$ cat src/rtl/bus_arb_pkg.sv
package bus_arb_pkg;
    localparam int EXT_CNT  = 5;
    localparam int REQ_CNT  = EXT_CNT + 1;
    localparam int SLOT_CNT = REQ_CNT + 1;
    localparam int PARK_IDX = EXT_CNT;
    localparam int LOW_SEAT = REQ_CNT;
    localparam int POS_W    = $clog2(SLOT_CNT);

    typedef logic [REQ_CNT-1:0]  req_vec_t;
    typedef logic [SLOT_CNT-1:0] slot_vec_t;
    typedef logic [POS_W-1:0]    pos_t;

    typedef enum logic {POOL_SLOW = 1'b0, POOL_FAST = 1'b1} pool_e;

    typedef struct packed {
        req_vec_t req;
        logic     bus_free;
        logic     enable;
    } arb_in_t;

    typedef struct packed {
        req_vec_t gnt;
        pos_t     fast_pos;
        pos_t     slow_pos;
    } arb_state_t;

    function automatic pos_t wrap_next(pos_t p, int modulus);
        if (int'(p) + 1 >= modulus) return '0;
        return pos_t'(p + 1'b1);
    endfunction

    function automatic req_vec_t one_hot(pos_t p);
        return req_vec_t'(1) << p;
    endfunction
endpackage

$ cat src/rtl/bus_arb_rr_pick.sv
module bus_arb_rr_pick #(
    parameter int W  = 4,
    parameter int IW = $clog2(W)
) (
    input  logic [W-1:0]  cand,
    input  logic [IW-1:0] start,
    output logic          found,
    output logic [IW-1:0] win
);
    always_comb begin
        found = 1'b0;
        win   = '0;
        for (int k = 0; k < W; k++) begin
            if (!found && cand[(int'(start) + k) % W]) begin
                found = 1'b1;
                win   = IW'((int'(start) + k) % W);
            end
        end
    end
endmodule

$ cat src/rtl/bus_arb_in_stage.sv
module bus_arb_in_stage
    import bus_arb_pkg::*;
(
    input  logic               clk,
    input  logic               rst,
    input  logic [EXT_CNT-1:0] req_ext_n,
    input  logic               req_int,
    input  logic               bus_free,
    input  logic               arb_enable,
    output arb_in_t            in_q
);
    req_vec_t req_act;

    genvar g;
    generate
        for (g = 0; g < EXT_CNT; g++) begin : g_pin
            assign req_act[g] = ~req_ext_n[g];
        end
    endgenerate
    assign req_act[PARK_IDX] = req_int;

    always_ff @(posedge clk) begin
        if (rst) begin
            in_q.req      <= '0;
            in_q.bus_free <= 1'b1;
            in_q.enable   <= 1'b1;
        end else begin
            in_q.req      <= req_act;
            in_q.bus_free <= bus_free;
            in_q.enable   <= arb_enable;
        end
    end
endmodule

$ cat src/rtl/bus_arb_2lvl.sv
module bus_arb_2lvl
    import bus_arb_pkg::*;
(
    input  logic               clk,
    input  logic               rst,
    input  logic [EXT_CNT-1:0] req_ext_n,
    input  logic               req_int,
    input  logic               bus_free,
    input  logic [REQ_CNT-1:0] pool_cfg,
    input  logic               arb_enable,
    output logic [EXT_CNT-1:0] gnt_ext_n,
    output logic               gnt_int
);
    localparam req_vec_t PARK_VEC = req_vec_t'(1) << PARK_IDX;

    arb_in_t    in_q;
    arb_state_t st_q, st_d;
    req_vec_t   fast_req, slow_req;
    slot_vec_t  seat_req;
    pos_t       fast_start, fast_win, slow_win;
    logic       fast_found, slow_found;
    logic       owner_busy, rearb;

    bus_arb_in_stage u_in (
        .clk        (clk),
        .rst        (rst),
        .req_ext_n  (req_ext_n),
        .req_int    (req_int),
        .bus_free   (bus_free),
        .arb_enable (arb_enable),
        .in_q       (in_q)
    );

    assign fast_req   = in_q.req & pool_cfg;
    assign slow_req   = in_q.req & ~pool_cfg;
    assign seat_req   = {|slow_req, fast_req};
    assign fast_start = wrap_next(st_q.fast_pos, SLOT_CNT);

    bus_arb_rr_pick #(.W(SLOT_CNT), .IW(POS_W)) u_fast (
        .cand  (seat_req),
        .start (fast_start),
        .found (fast_found),
        .win   (fast_win)
    );

    bus_arb_rr_pick #(.W(REQ_CNT), .IW(POS_W)) u_slow (
        .cand  (slow_req),
        .start (st_q.slow_pos),
        .found (slow_found),
        .win   (slow_win)
    );

    assign owner_busy = |(st_q.gnt & in_q.req);
    assign rearb      = in_q.enable && (in_q.bus_free || !owner_busy);

    always_comb begin
        st_d = st_q;
        if (!in_q.enable) begin
            st_d.gnt = '0;
        end else if (rearb) begin
            if (!fast_found) begin
                st_d.gnt = PARK_VEC;
            end else if (fast_win == pos_t'(LOW_SEAT)) begin
                st_d.gnt      = one_hot(slow_win);
                st_d.fast_pos = fast_win;
                st_d.slow_pos = wrap_next(slow_win, REQ_CNT);
            end else begin
                st_d.gnt      = one_hot(fast_win);
                st_d.fast_pos = fast_win;
            end
        end
    end

    always_ff @(posedge clk) begin
        if (rst) begin
            st_q.gnt      <= PARK_VEC;
            st_q.fast_pos <= pos_t'(LOW_SEAT);
            st_q.slow_pos <= '0;
        end else begin
            st_q <= st_d;
        end
    end

    assign gnt_ext_n = ~st_q.gnt[EXT_CNT-1:0];
    assign gnt_int   = st_q.gnt[PARK_IDX];

    assert_onehot_R3: assert property (@(posedge clk) disable iff (rst)
        in_q.enable |=> $onehot(st_q.gnt));

    assert_hold_busy_R4: assert property (@(posedge clk) disable iff (rst)
        (in_q.enable && !in_q.bus_free && owner_busy) |=> $stable(st_q.gnt));

    assert_winner_requested_R5: assert property (@(posedge clk) disable iff (rst)
        (rearb && (|in_q.req)) |=> |(st_q.gnt & $past(in_q.req)));

    assert_seat_to_slow_R6: assert property (@(posedge clk) disable iff (rst)
        (rearb && fast_found && fast_win == pos_t'(LOW_SEAT))
            |-> slow_found && !pool_cfg[slow_win]);

    assert_park_R8: assert property (@(posedge clk) disable iff (rst)
        (in_q.enable && in_q.req == '0) |=> st_q.gnt == PARK_VEC);

    assert_off_R9: assert property (@(posedge clk) disable iff (rst)
        !in_q.enable |=> (st_q.gnt == '0 && $stable(st_q.fast_pos)));
endmodule

$ cat config.mk
export PLATFORM = sky130hd
export DESIGN_NAME = bus_arb_2lvl
export DESIGN_NICKNAME = d
export VERILOG_FILES = /design/src/rtl/bus_arb_pkg.sv /design/src/rtl/bus_arb_rr_pick.sv /design/src/rtl/bus_arb_in_stage.sv /design/src/rtl/bus_arb_2lvl.sv
export SDC_FILE = /design/constraint.sdc
export NUM_CORES = 1
export LEC_CHECK = 0
export BUFFER_PORTS_ARGS = -buffer_cell sky130_fd_sc_hd__buf_2
export CORE_MARGIN = 5
export CORE_UTILIZATION = 40
export CTS_BUF_LIST = sky130_fd_sc_hd__clkbuf_8
export CTS_CLUSTER_SIZE = 24
export DETAILED_ROUTE_END_ITERATION = 6
export SETUP_SLACK_MARGIN = 0.4
export SYNTH_ARGS = -nofsm -noshare
export SYNTH_HDL_FRONTEND = slang
export SYNTH_SLANG_ARGS = --single-unit
$ cat constraint.sdc
create_clock -name clk -period 6.2 [get_ports clk]
set_input_delay 0.31 -clock clk [delete_from_list [all_inputs] [get_ports clk]]
set_output_delay 0.31 -clock clk [all_outputs]
set_load 0.05 [all_outputs]
==> key figures, run 1 <==
Die
  • Area enclosed by the die boundary: 13000 sq um
  • Io pins: 22
  • Placeable core area: 10700 sq um
  • Initial core utilization: 40.4%
  • Horiz. Die Dim: 114 um
  • Die Span Y: 114 um
  • Cell row count: 38

Timing
  • Worst Clk Skew: 0.00514 ns
  • Final TNS setup: 0 ns
  • Count of endpoints failing hold in the final timing report: 0
  • Final period utilization: 89.7%
  • Unrepaired setup endpoints after global routing: false
  • Post-layout minimum cycle time: 5.56 ns
  • Setup Viol. Count Final: 0
  • Tightest Pin Transition: 0.902 ns
  • Max Transition Viols Final: 0
  • Worst rel slew slack: 39.7%
  • Max Clock Freq: 180 MHz

Clocking
  • Clock tree root driver cell: sky130_fd_sc_hd__clkbuf_8
  • Clk_lat worst skew: 0.26 ns
  • Clock tree from TritonCTS: built
  • Cts bufs inserted: 3
  • Sinks on the clock net: 20
  • CTS max path bufs: 2
  • Clock transition at the registers of the reported paths: 0.07 ns
  • H-tree levels: 1

Global route
  • Largest net degree at the start of global routing: 18
  • Wire length of the first global-routing pass: 21.5 mm
  • Remaining global-route overflow: 0
  • Antenna violations before repair: 0
  • Number of global-route vias before repair: 4140
  • Global routing usage summed across all routing layers: 19.8%

Synth
  • Sequential share of the synthesized area: 9.26%
  • Simple-gate share of the synthesized area: 26.4%
  • Synth warn: 0
  • Post-synthesis compound-gate area fraction: 31.5%
  • Net Count, Synth: 615
  • Synth Cell Area: 4330 sq um
  • Post-synth cell types: 103
  • Flip-flop and latch count after synthesis: 20
  • Fraction of synthesized cell area in xor and xnor cells: 2.60%
  • Largest family of logic cells by synthesized area: compound AO/OA/AOI/OAI gates
  • Async set or reset register ratio after synthesis: 0%
  • Multiplexer share of the synthesized area: 12.8%
  • Number of flops mapped to enable cells by yosys: 0
  • Post-Syn Area per Cell: 7.71 sq um
  • Post-synthesis adder-cell area fraction: 11.0%
  • Most frequently used flop master after synthesis: sky130_fd_sc_hd__dfxtp_1
  • Synth Instances: 561

Critical path
  • Required time at the endpoint of the critical path: 6.35 ns
  • Delay of the slowest cell on the worst path: 0.51 ns
  • Worst-path maximum fanout: 9
  • Cell class contributing the biggest share of worst-path delay: simple AND/OR/NAND/NOR gates
  • Arrival time worst endpoint: 5.71 ns
  • Worst path cell trace: inv_1 -> ha_1 -> and2_1 -> nand2_4 -> clkinvlp_4 -> ha_1 -> a311o_2 -> and2_1 -> ha_1 -> nor4b_2 -> and3_4 -> or4_1 -> a221o_1 -> nand4_2 -> mux2_4 -> nor3b_1 -> or3b_4 -> nor4_4 -> mux2i_1 -> nor2_1
  • Crit path depth: 20
  • Buffers & Inverters on Critical Path: 2
  • R2R cell count: 20
  • Worst Setup End Kind: register
  • Worst-case register-to-register setup slack: 0.64 ns
  • Crit-path slowest cell: sky130_fd_sc_hd__or4_1
  • Library cell appearing most often on the critical path: sky130_fd_sc_hd__ha_1
  • Setup CP Type: register to register
  • Startpoint types: register

Route
  • Antenna Nets Post-Route: 0
  • Count of routing violations after the opening detailed-route iteration: 369
  • Initial DRT Pass Iterations: 4
  • Total number of vias: 4353
  • Mean number of vias per cell: 6.01
  • Remaining routing DRC violations: 0
  • Total Wirelength: 13.1 mm
  • Routed len/inst: 18.1 um

Min path
  • Hold-critical path depth: 2
  • Type of the worst min-delay path: input port to register

Run
  • Total of max-cap violations: 0

Place
  • Post-detailed-placement half-perimeter wirelength: 10.4 mm
  • Placer congestion estimate: 0.989
  • IO Port Bufs: 21

Layout
  • Most common cell after layout, fill and taps aside: sky130_fd_sc_hd__nand2_1
  • Final-stage net count: 639
  • Leading cell types in the layout, fill and taps excluded: sky130_fd_sc_hd__nand2_1 (49), sky130_fd_sc_hd__inv_1 (37), sky130_fd_sc_hd__nor2_1 (36), sky130_fd_sc_hd__ha_1 (36)
  • Share of post-route cells with drive strength above 1: 19.5%
  • Area occupied by multi-input gates: 3690 sq um
  • # diodes: 0
  • Number of fill cells: 1055
  • Area growth syn-to-layout: 9.92%
  • Post-layout util: 44.4%
  • Storage cell area: 404 sq um

Run status
  • Outcome: finished clean
-- sequential cells by signal, summed over array words and instances (netlist names) --
name,cells
gnt_int,1
st_q,11
u_in.in_q,8
-- through the flow --
stage	setup WS [ns]	cell area [sq um]	cells	hold slack, ns
3_3_place_gp	0.637	4580	713	0.461
3_5_place_dp	0.414	4580	713	0.462
2_1_floorplan	0.826	4330	561	0.377
4_1_cts	0.457	4650	717	0.182
5_1_grt	0.395	4750	724	0.178
6_report	0.636	4750	724	0.185
-- metal layers --
layer  track usage, %  vias to the layer above  share of wire, %
met5                0                        -                 0
met4             3.88                        0               1.2
met3             2.12                       15               5.2
met2             32.8                      140                47
met1             28.0                     2051                47
li1                 -                     2147                 -
-- layout make-up --
cell class | instances | area share [%]
clock inverter | 1 | 0.632
sequential | 20 | 8.50
timing repair buffer | 41 | 5.37
multi-input combinational | 478 | 77.6
tap | 140 | 3.68
inverter | 41 | 3.32
clock buffer | 3 | 0.868
-- cell families after synthesis --
family,Yosys count
AO/OA/AOI/OAI,175
XOR/XNOR,12
adder cells (fa/ha/maj),38
buffers and inverters,63
flip-flops,20
multiplexers,49
AND/OR/NAND/NOR,204
-- worst paths after layout --
check / start / to
worst max-delay path: st_q[4]$_SDFFE_PP1P_ / st_q[2]$_SDFFE_PP0P_
worst min-delay path: req_ext_n[2] / u_in.in_q[4]$_SDFF_PP0_
worst max register to register: st_q[4]$_SDFFE_PP1P_ / st_q[2]$_SDFFE_PP0P_
worst min register to register: st_q[8]$_SDFFE_PP0P_ / st_q[8]$_SDFFE_PP0P_
-- what timing repair did --
item / 4_1_cts / 5_1_grt
endpoints found under the setup margin: 2 / 12
buffers inserted: 0 / 7
endpoints found under the hold margin: 0 / 0
resized for setup: 1 / 13
hold buffers: 0 / 0
gates cloned: 0 / 0
pin swaps: 0 / 5
-- synth_stat cells (4+ instances only) --
library cell | n | area [sq um]
sky130_fd_sc_hd__nand3_1 | 12 | 60.1
sky130_fd_sc_hd__inv_1 | 39 | 146
sky130_fd_sc_hd__nor3_1 | 11 | 55.1
sky130_fd_sc_hd__nand3b_1 | 7 | 52.6
sky130_fd_sc_hd__dfxtp_1 | 20 | 400
sky130_fd_sc_hd__xnor2_1 | 10 | 87.6
sky130_fd_sc_hd__ha_1 | 38 | 475
sky130_fd_sc_hd__buf_4 | 4 | 30.0
sky130_fd_sc_hd__and3_1 | 5 | 31.3
sky130_fd_sc_hd__or2_2 | 4 | 25.0
sky130_fd_sc_hd__o21a_1 | 4 | 30.0
sky130_fd_sc_hd__o22ai_1 | 5 | 31.3
sky130_fd_sc_hd__nand2_1 | 49 | 184
sky130_fd_sc_hd__o21ai_0 | 26 | 130
sky130_fd_sc_hd__a31o_2 | 4 | 35.0
sky130_fd_sc_hd__nand2b_1 | 19 | 119
sky130_fd_sc_hd__nand4_1 | 7 | 43.8
sky130_fd_sc_hd__a21boi_0 | 4 | 30.0
sky130_fd_sc_hd__buf_2 | 5 | 25.0
sky130_fd_sc_hd__a31oi_1 | 5 | 31.3
sky130_fd_sc_hd__and2_1 | 10 | 62.6
sky130_fd_sc_hd__a211oi_1 | 11 | 82.6
sky130_fd_sc_hd__mux2_2 | 9 | 101
sky130_fd_sc_hd__nor2_1 | 36 | 135
sky130_fd_sc_hd__clkbuf_1 | 10 | 37.5
sky130_fd_sc_hd__a21oi_1 | 34 | 170
sky130_fd_sc_hd__mux2i_1 | 34 | 340
sky130_fd_sc_hd__nor2b_1 | 10 | 62.6
sky130_fd_sc_hd__o21ai_1 | 5 | 25.0
sky130_fd_sc_hd__a21o_1 | 9 | 67.6
Power of run 1 is not shown: default switching activity piles up to over one toggle a cycle in this logic, so the estimate is an artifact.
==> run 2: changes to the inputs <==
--- a/config.mk
+++ b/config.mk
@@ -5,6 +5,7 @@
 export SDC_FILE = /design/constraint.sdc
 export NUM_CORES = 1
 export LEC_CHECK = 0
+export ABC_AREA = 1
 export BUFFER_PORTS_ARGS = -buffer_cell sky130_fd_sc_hd__buf_2
 export CORE_MARGIN = 5
 export CORE_UTILIZATION = 40
==> run 2 against run 1 <==
Against the previous run: worst setup slack better by 0.82 ns; global-route usage fell by 2.0 points; utilization down 0.51 points; synthesized cell count is 14% higher; final area is 15% lower; register-to-register slack better by 0.82 ns; sequential share of layout area grew 1.5 points; die area is 13% lower; fmax up 17%; via count is 8.5% lower; critical endpoint is now st_q[1]$_SDFFE_PP0P_.
==> key figures, run 2 <==
Timing
  • Hold_ws: 0.190 ns (+0.00523 ns)
  • Setup WS post-layout: 1.45 ns (+0.818 ns)
  • Tightest Pin Transition: 0.804 ns (-0.0982 ns)
  • Final TNS setup: 0 ns (unchanged)
  • Final period utilization: 76.5% (-13 points)
  • Count of endpoints failing hold in the final timing report: 0 (unchanged)
  • Worst rel slew slack: 46.0% (+6.3 points)
  • Post-layout minimum cycle time: 4.75 ns (-0.818 ns)
  • Max Clock Freq: 211 MHz (+17%)
  • Worst Clk Skew: 0.00793 ns (+0.00279 ns)
  • Max Transition Viols Final: 0 (unchanged)
  • Unrepaired setup endpoints after global routing: false
  • Setup Viol. Count Final: 0 (unchanged)

Layout
  • Storage cell area: 400 sq um (-0.93%)
  • Area growth syn-to-layout: 7.92%
  • Number of fill cells: 976 (-7.5%)
  • Share of post-route cells with drive strength above 1: 13.6% (-5.9 points)
  • Area occupied by multi-input gates: 2860 sq um (-23%)
  • Post-Layout Inst Area: 4020 sq um (-15%)
  • Largest register by flop count: st_q
  • Final-stage net count: 718 (+12%)
  • Most common cell after layout, fill and taps aside: sky130_fd_sc_hd__nand2_1
  • Leading cell types in the layout, fill and taps excluded: sky130_fd_sc_hd__nand2_1 (170), sky130_fd_sc_hd__inv_1 (103), sky130_fd_sc_hd__nand3_1 (76), sky130_fd_sc_hd__nor2_1 (48), sky130_fd_sc_hd__o21ai_0 (39)
  • # diodes: 0 (unchanged)
  • Number of flip-flops under the largest register name: 11 (unchanged)

Run
  • Total of max-cap violations: 0 (unchanged)

Global route
  • Largest net degree at the start of global routing: 17 (-1)
  • Antenna violations before repair: 0 (unchanged)
  • Global routing usage summed across all routing layers: 17.8% (-2.0 points)
  • Remaining global-route overflow: 0 (unchanged)
  • Number of global-route vias before repair: 3814 (-7.9%)
  • Wire length of the first global-routing pass: 16.8 mm (-22%)

Die
  • Placeable core area: 9150 sq um (-14%)
  • Horiz. Die Dim: 107 um (-6.6%)
  • Initial core utilization: 40.7% (+0.28 points)
  • Io pins: 22 (unchanged)
  • Die Span Y: 107 um (-6.6%)
  • Cell row count: 35 (-7.9%)
  • Area enclosed by the die boundary: 11300 sq um (-13%)

Min path
  • Type of the worst min-delay path: input port to register

Clocking
  • Clk_lat worst skew: 0.26 ns (about the same)
  • Number of buffers inserted by hold repair at cts: 0 (unchanged)
  • Sinks on the clock net: 20 (unchanged)
  • Clock tree root driver cell: sky130_fd_sc_hd__clkbuf_8
  • Clock tree from TritonCTS: built
  • Clock transition at the registers of the reported paths: 0.08 ns (about the same)
  • H-tree levels: 1 (unchanged)
  • Buffer count from post-CTS setup fixing: 0 (unchanged)
  • Cts bufs inserted: 3 (unchanged)
  • Post-CTS resize count: 0 (-1)
  • CTS max path bufs: 2 (unchanged)

Synth
  • Yosys top cell by area: sky130_fd_sc_hd__nand2_1
  • Synth Cell Area: 3730 sq um (-14%)
  • Sequential share of the synthesized area: 10.7% (+1.5 points)
  • Ranking of synthesized cells by instance count: sky130_fd_sc_hd__nand2_1 (170), sky130_fd_sc_hd__inv_1 (103), sky130_fd_sc_hd__nand3_1 (76)
  • Flip-flop and latch count after synthesis: 20 (unchanged)
  • Synth top area share: 17.1% (+6.1 points)
  • Top-count cell post-synth: sky130_fd_sc_hd__nand2_1
  • Async set or reset register ratio after synthesis: 0% (unchanged)
  • Net Count, Synth: 696 (+13%)
  • Post-synth cell types: 48 (-53%)
  • Synth Instances: 642 (+14%)
  • Post-Syn Area per Cell: 5.80 sq um (-25%)
  • Number of flops mapped to enable cells by yosys: 0 (unchanged)
  • Largest cells by area after synthesis: sky130_fd_sc_hd__nand2_1 (17%), sky130_fd_sc_hd__ha_1 (13%), sky130_fd_sc_hd__dfxtp_1 (11%)
  • Synth warn: 0 (unchanged)
  • Most frequently used flop master after synthesis: sky130_fd_sc_hd__dfxtp_1

Critical path
  • Worst Setup End Kind: register
  • R2R Path End: st_q[1]$_SDFFE_PP0P_
  • Crit-path slowest cell: sky130_fd_sc_hd__dfxtp_1
  • Reg2reg start: st_q[3]$_SDFFE_PP0P_
  • Crit path from: st_q[3]$_SDFFE_PP0P_
  • Worst-case register-to-register setup slack: 1.45 ns (+0.82 ns)
  • R2R cell count: 27 (+35%)
  • Worst-path maximum fanout: 12 (+3)
  • Startpoint types: register
  • Arrival time worst endpoint: 4.89 ns (-0.82 ns)
  • Delay of the slowest cell on the worst path: 0.41 ns (-0.10 ns)
  • Required time at the endpoint of the critical path: 6.35 ns (about the same)
  • Setup CP Type: register to register
  • Endpoint of the worst setup timing path: st_q[1]$_SDFFE_PP0P_

Place
  • Post-detailed-placement half-perimeter wirelength: 8.36 mm (-20%)
  • IO Port Bufs: 21 (unchanged)
  • Worst slack, placed: 1.49 ns (+1.08 ns)
  • Placer congestion estimate: 0.930 (-5.9%)
  • Placed Area: 3950 sq um (-14%)

Route
  • Total number of vias: 3985 (-8.5%)
  • Total Wirelength: 10.0 mm (-24%)
  • Mean number of vias per cell: 5.15 (-14%)
  • Remaining routing DRC violations: 0 (unchanged)
  • Routed len/inst: 12.9 um (-29%)
  • Count of routing violations after the opening detailed-route iteration: 263 (-29%)
  • Initial DRT Pass Iterations: 5 (+1)
  • Antenna Nets Post-Route: 0 (unchanged)

Run status
  • Outcome: finished clean
## run 2: changes by cell type after synthesis, sizes merged, moves of 12 or more
cell and delta:
o21ai +23, mux2 -12, nand2 +140, a21oi -16, a211oi -14, mux2i -34
nand2b -20, nor2 +15, inv +76, nand3 +73
## run 2: logic make-up after synthesis
group	after synthesis	share of synthesized area (%)
buffers and inverters	122	12.5
AND/OR/NAND/NOR	358	46.1
flip-flops	20	10.7
AO/OA/AOI/OAI	95	15.6
adder cells (fa/ha/maj)	38	12.8
XOR/XNOR	9	2.32
## run 2: how the worst min path moves through the flow
stage | startpoint | to | slack (ns) | cells after the start
floorplan | req_ext_n[0] | u_in.in_q[2]$_SDFF_PP0_ | 0.38 | 1
global placement | st_q[9]$_SDFFE_PP0P_ | st_q[9]$_SDFFE_PP0P_ | 0.45 | 2
detailed placement | req_ext_n[1] | u_in.in_q[3]$_SDFF_PP0_ | 0.46 | 2
CTS | req_ext_n[1] | u_in.in_q[3]$_SDFF_PP0_ | 0.19 | 2
global route | req_ext_n[1] | u_in.in_q[3]$_SDFF_PP0_ | 0.19 | 2
finish | req_ext_n[1] | u_in.in_q[3]$_SDFF_PP0_ | 0.19 | 2
## run 2: area by class of cell
class / count / area share, %
clock buffer: 3 / 1.03
clock inverter: 1 / 0.747
inverter: 118 / 11.1
multi-input combinational: 500 / 71.1
sequential: 20 / 9.96
tap: 111 / 3.45
timing repair buffer: 21 / 2.61
## run 2: through the flow
stage	std cells	utilization, %
6_report	774	43.9
5_1_grt	774	43.9
4_1_cts	774	43.9
3_5_place_dp	770	43.2
3_3_place_gp	770	43.2
2_1_floorplan	642	-
## run 2: critical path, delay by kind of cell, from the launching register on
family,cells,cell delay (ns)
DFF,1,0.41
adders and majority gates,5,1.24
AOI/OAI and AO/OA,3,0.57
and+or+nand+nor,17,2.05
buffers and inverters,2,0.37
## run 2: routing by layer
layer / track usage [%] / wire length, um / up-vias
li1: - / - / 2113
met5: 0 / 0 / -
met4: 4.66 / 192 / 0
met3: 1.28 / 553 / 14
met2: 31.8 / 4700 / 101
met1: 23.1 / 4560 / 1757
Power of run 2 is left out for the same reason.
==> run 3: changes to the inputs <==
==> constraint.sdc (replaced) <==
create_clock -name clk -period 4.4 [get_ports clk]
set_input_delay 0.22 -clock clk [delete_from_list [all_inputs] [get_ports clk]]
set_output_delay 0.22 -clock clk [all_outputs]
set_load 0.05 [all_outputs]
==> run 3 against run 2 <==
Against the previous run: fmax is 13% higher; clock-buffer cell count increased by 1; first-iteration DRC count up 1.9%; highest routed layer unchanged.
==> key figures, run 3 (same netlist as run 2, synthesis figures left out) <==
Place
  • IO Port Bufs: 21 (unchanged)
  • Placer congestion estimate: 0.968 (+4.0%)
  • Worst slack, placed: 0.0483 ns (-1.44 ns)
  • Post-detailed-placement half-perimeter wirelength: 8.49 mm (+1.6%)
  • Placed Area: 4050 sq um (+2.5%)

Global route
  • Number of global-route vias before repair: 3944 (+3.4%)
  • Wire length of the first global-routing pass: 17.8 mm (+6.0%)
  • Global routing usage summed across all routing layers: 19.0% (+1.2 points)
  • Antenna violations before repair: 0 (unchanged)
  • Largest net degree at the start of global routing: 16 (-1)
  • Remaining global-route overflow: 0 (unchanged)

Clocking
  • Clock tree root driver cell: sky130_fd_sc_hd__clkbuf_8
  • Clock transition at the registers of the reported paths: 0.07 ns (about the same)
  • Sinks on the clock net: 20 (unchanged)
  • Cts bufs inserted: 3 (unchanged)
  • Clock tree from TritonCTS: built
  • CTS max path bufs: 2 (unchanged)
  • Number of buffers inserted by hold repair at cts: 0 (unchanged)
  • H-tree levels: 1 (unchanged)
  • Clk_lat worst skew: 0.26 ns (about the same)

Timing
  • Count of endpoints failing hold in the final timing report: 0 (unchanged)
  • Setup WS post-layout: 0.198 ns (-1.26 ns)
  • Tightest Pin Transition: 0.531 ns (-0.273 ns)
  • Max Clock Freq: 238 MHz (+13%)
  • Worst Clk Skew: 0.00489 ns (-0.00304 ns)
  • Final period utilization: 95.5% (+19 points)
  • Worst rel slew slack: 64.3% (+18 points)
  • Unrepaired setup endpoints after global routing: true
  • Max Transition Viols Final: 0 (unchanged)
  • Setup Viol. Count Final: 0 (unchanged)
  • Final TNS setup: 0 ns (unchanged)
  • Post-layout minimum cycle time: 4.20 ns (-0.544 ns)
  • Hold_ws: 0.104 ns (-0.0864 ns)

Layout
  • Storage cell area: 412 sq um (+2.8%)
  • Number of flip-flops under the largest register name: 11 (unchanged)
  • Post-Layout Inst Area: 4760 sq um (+18%)
  • Share of post-route cells with drive strength above 1: 27.7% (+14 points)
  • Area growth syn-to-layout: 27.6%
  • Number of fill cells: 895 (-8.3%)
  • Area occupied by multi-input gates: 3260 sq um (+14%)
  • # diodes: 0 (unchanged)
  • Final-stage net count: 759 (+5.7%)
  • Most common cell after layout, fill and taps aside: sky130_fd_sc_hd__nand2_1
  • Leading cell types in the layout, fill and taps excluded: sky130_fd_sc_hd__nand2_1 (153), sky130_fd_sc_hd__inv_1 (97), sky130_fd_sc_hd__nand3_1 (58), sky130_fd_sc_hd__nor2_1 (46), sky130_fd_sc_hd__buf_4 (40)
  • Largest register by flop count: st_q

Critical path
  • Crit-path slowest cell: sky130_fd_sc_hd__dfxtp_4
  • Arrival time worst endpoint: 4.39 ns (-0.50 ns)
  • Delay of the slowest cell on the worst path: 0.37 ns (-0.04 ns)
  • Reg2reg start: st_q[3]$_SDFFE_PP0P_
  • Setup CP Type: register to register
  • R2R Path End: st_q[1]$_SDFFE_PP0P_
  • Required time at the endpoint of the critical path: 4.59 ns (-1.76 ns)
  • Worst-case register-to-register setup slack: 0.20 ns (-1.26 ns)
  • Startpoint types: register
  • Cell class contributing the biggest share of worst-path delay: simple AND/OR/NAND/NOR gates
  • Worst Setup End Kind: register
  • Worst-path maximum fanout: 5 (-7)
  • Library cell appearing most often on the critical path: sky130_fd_sc_hd__ha_4
  • Buffers & Inverters on Critical Path: 4 (+2)
  • R2R cell count: 27 (unchanged)

Route
  • Total number of vias: 4283 (+7.5%)
  • Remaining routing DRC violations: 0 (unchanged)
  • Total Wirelength: 11.3 mm (+13%)
  • Antenna Nets Post-Route: 0 (unchanged)
  • Mean number of vias per cell: 5.26 (+2.1%)
  • Routed len/inst: 13.9 um (+7.2%)
  • Count of routing violations after the opening detailed-route iteration: 268 (+1.9%)
  • Initial DRT Pass Iterations: 5 (unchanged)

Die
  • Initial core utilization: 40.7% (unchanged)
  • Cell row count: 35 (unchanged)
  • Horiz. Die Dim: 107 um (unchanged)
  • Placeable core area: 9150 sq um (unchanged)
  • Io pins: 22 (unchanged)
  • Area enclosed by the die boundary: 11300 sq um (unchanged)
  • Die Span Y: 107 um (unchanged)

Min path
  • Type of the worst min-delay path: input port to register
  • Worst min-delay path endpoint: u_in.in_q[3]$_SDFF_PP0_
  • Min-Delay Startpoint: req_ext_n[1]
  • Hold-critical path depth: 2 (unchanged)

Run status
  • Outcome: finished clean

Run
  • Total of max-cap violations: 0 (unchanged)
[run 3: cell types whose count changed in the layout (fill, tap and decap cells not counted), sizes merged]
cell | previous run | this run
buf | 21 | 62
clkinvlp | 0 | 2
inv | 116 | 114
bufinv | 1 | 0
clkbuf | 3 | 4
[run 3: per-layer routing]
layer,vias to the layer above,GRT usage (%),part of all wire [%]
met5,-,0,0
met4,0,6.48,2.6
met3,21,1.28,4.8
met2,122,33.7,49
met1,1933,24.4,44
li1,2207,-,-
[run 3: per-stage QoR]
stage,cells,utilization (%)
final,815,52.0
after global routing,815,52.0
after CTS,800,48.1
after detailed placement,779,44.2
after global placement,779,44.2
after floorplan,642,-
[run 3: what timing repair did]
action	4_1_cts	5_1_grt
pin swaps	30	31
setup endpoints to repair	12	12
buffers inserted	17	15
gates resized for setup	38	52
endpoints found under the hold margin	0	0
[run 3: layout make-up]
| type | count | area share (%) |
|---|---|---|
| multi-input combinational | 500 | 68.6 |
| timing repair buffer | 62 | 8.84 |
| sequential | 20 | 8.66 |
| clock buffer | 4 | 1.16 |
| inverter | 118 | 9.84 |
| tap | 111 | 2.92 |
[run 3: how the worst max path moves through the flow]
| stage | startpoint | end | slack, ns | depth (start not counted) |
|---|---|---|---|---|
| 6_report | st_q[3]$_SDFFE_PP0P_ | st_q[1]$_SDFFE_PP0P_ | 0.20 | 27 |
| 4_1_cts | st_q[1]$_SDFFE_PP0P_ | st_q[1]$_SDFFE_PP0P_ | 0.40 | 26 |
| 5_1_grt | st_q[4]$_SDFFE_PP1P_ | st_q[1]$_SDFFE_PP0P_ | -0.08 | 27 |
| 2_1_floorplan | st_q[3]$_SDFFE_PP0P_ | st_q[1]$_SDFFE_PP0P_ | 0.43 | 31 |
| 3_5_place_dp | st_q[3]$_SDFFE_PP0P_ | st_q[1]$_SDFFE_PP0P_ | 0.05 | 27 |
| 3_3_place_gp | st_q[3]$_SDFFE_PP0P_ | st_q[1]$_SDFFE_PP0P_ | 0.16 | 27 |
Power of run 3 is left out for the same reason.
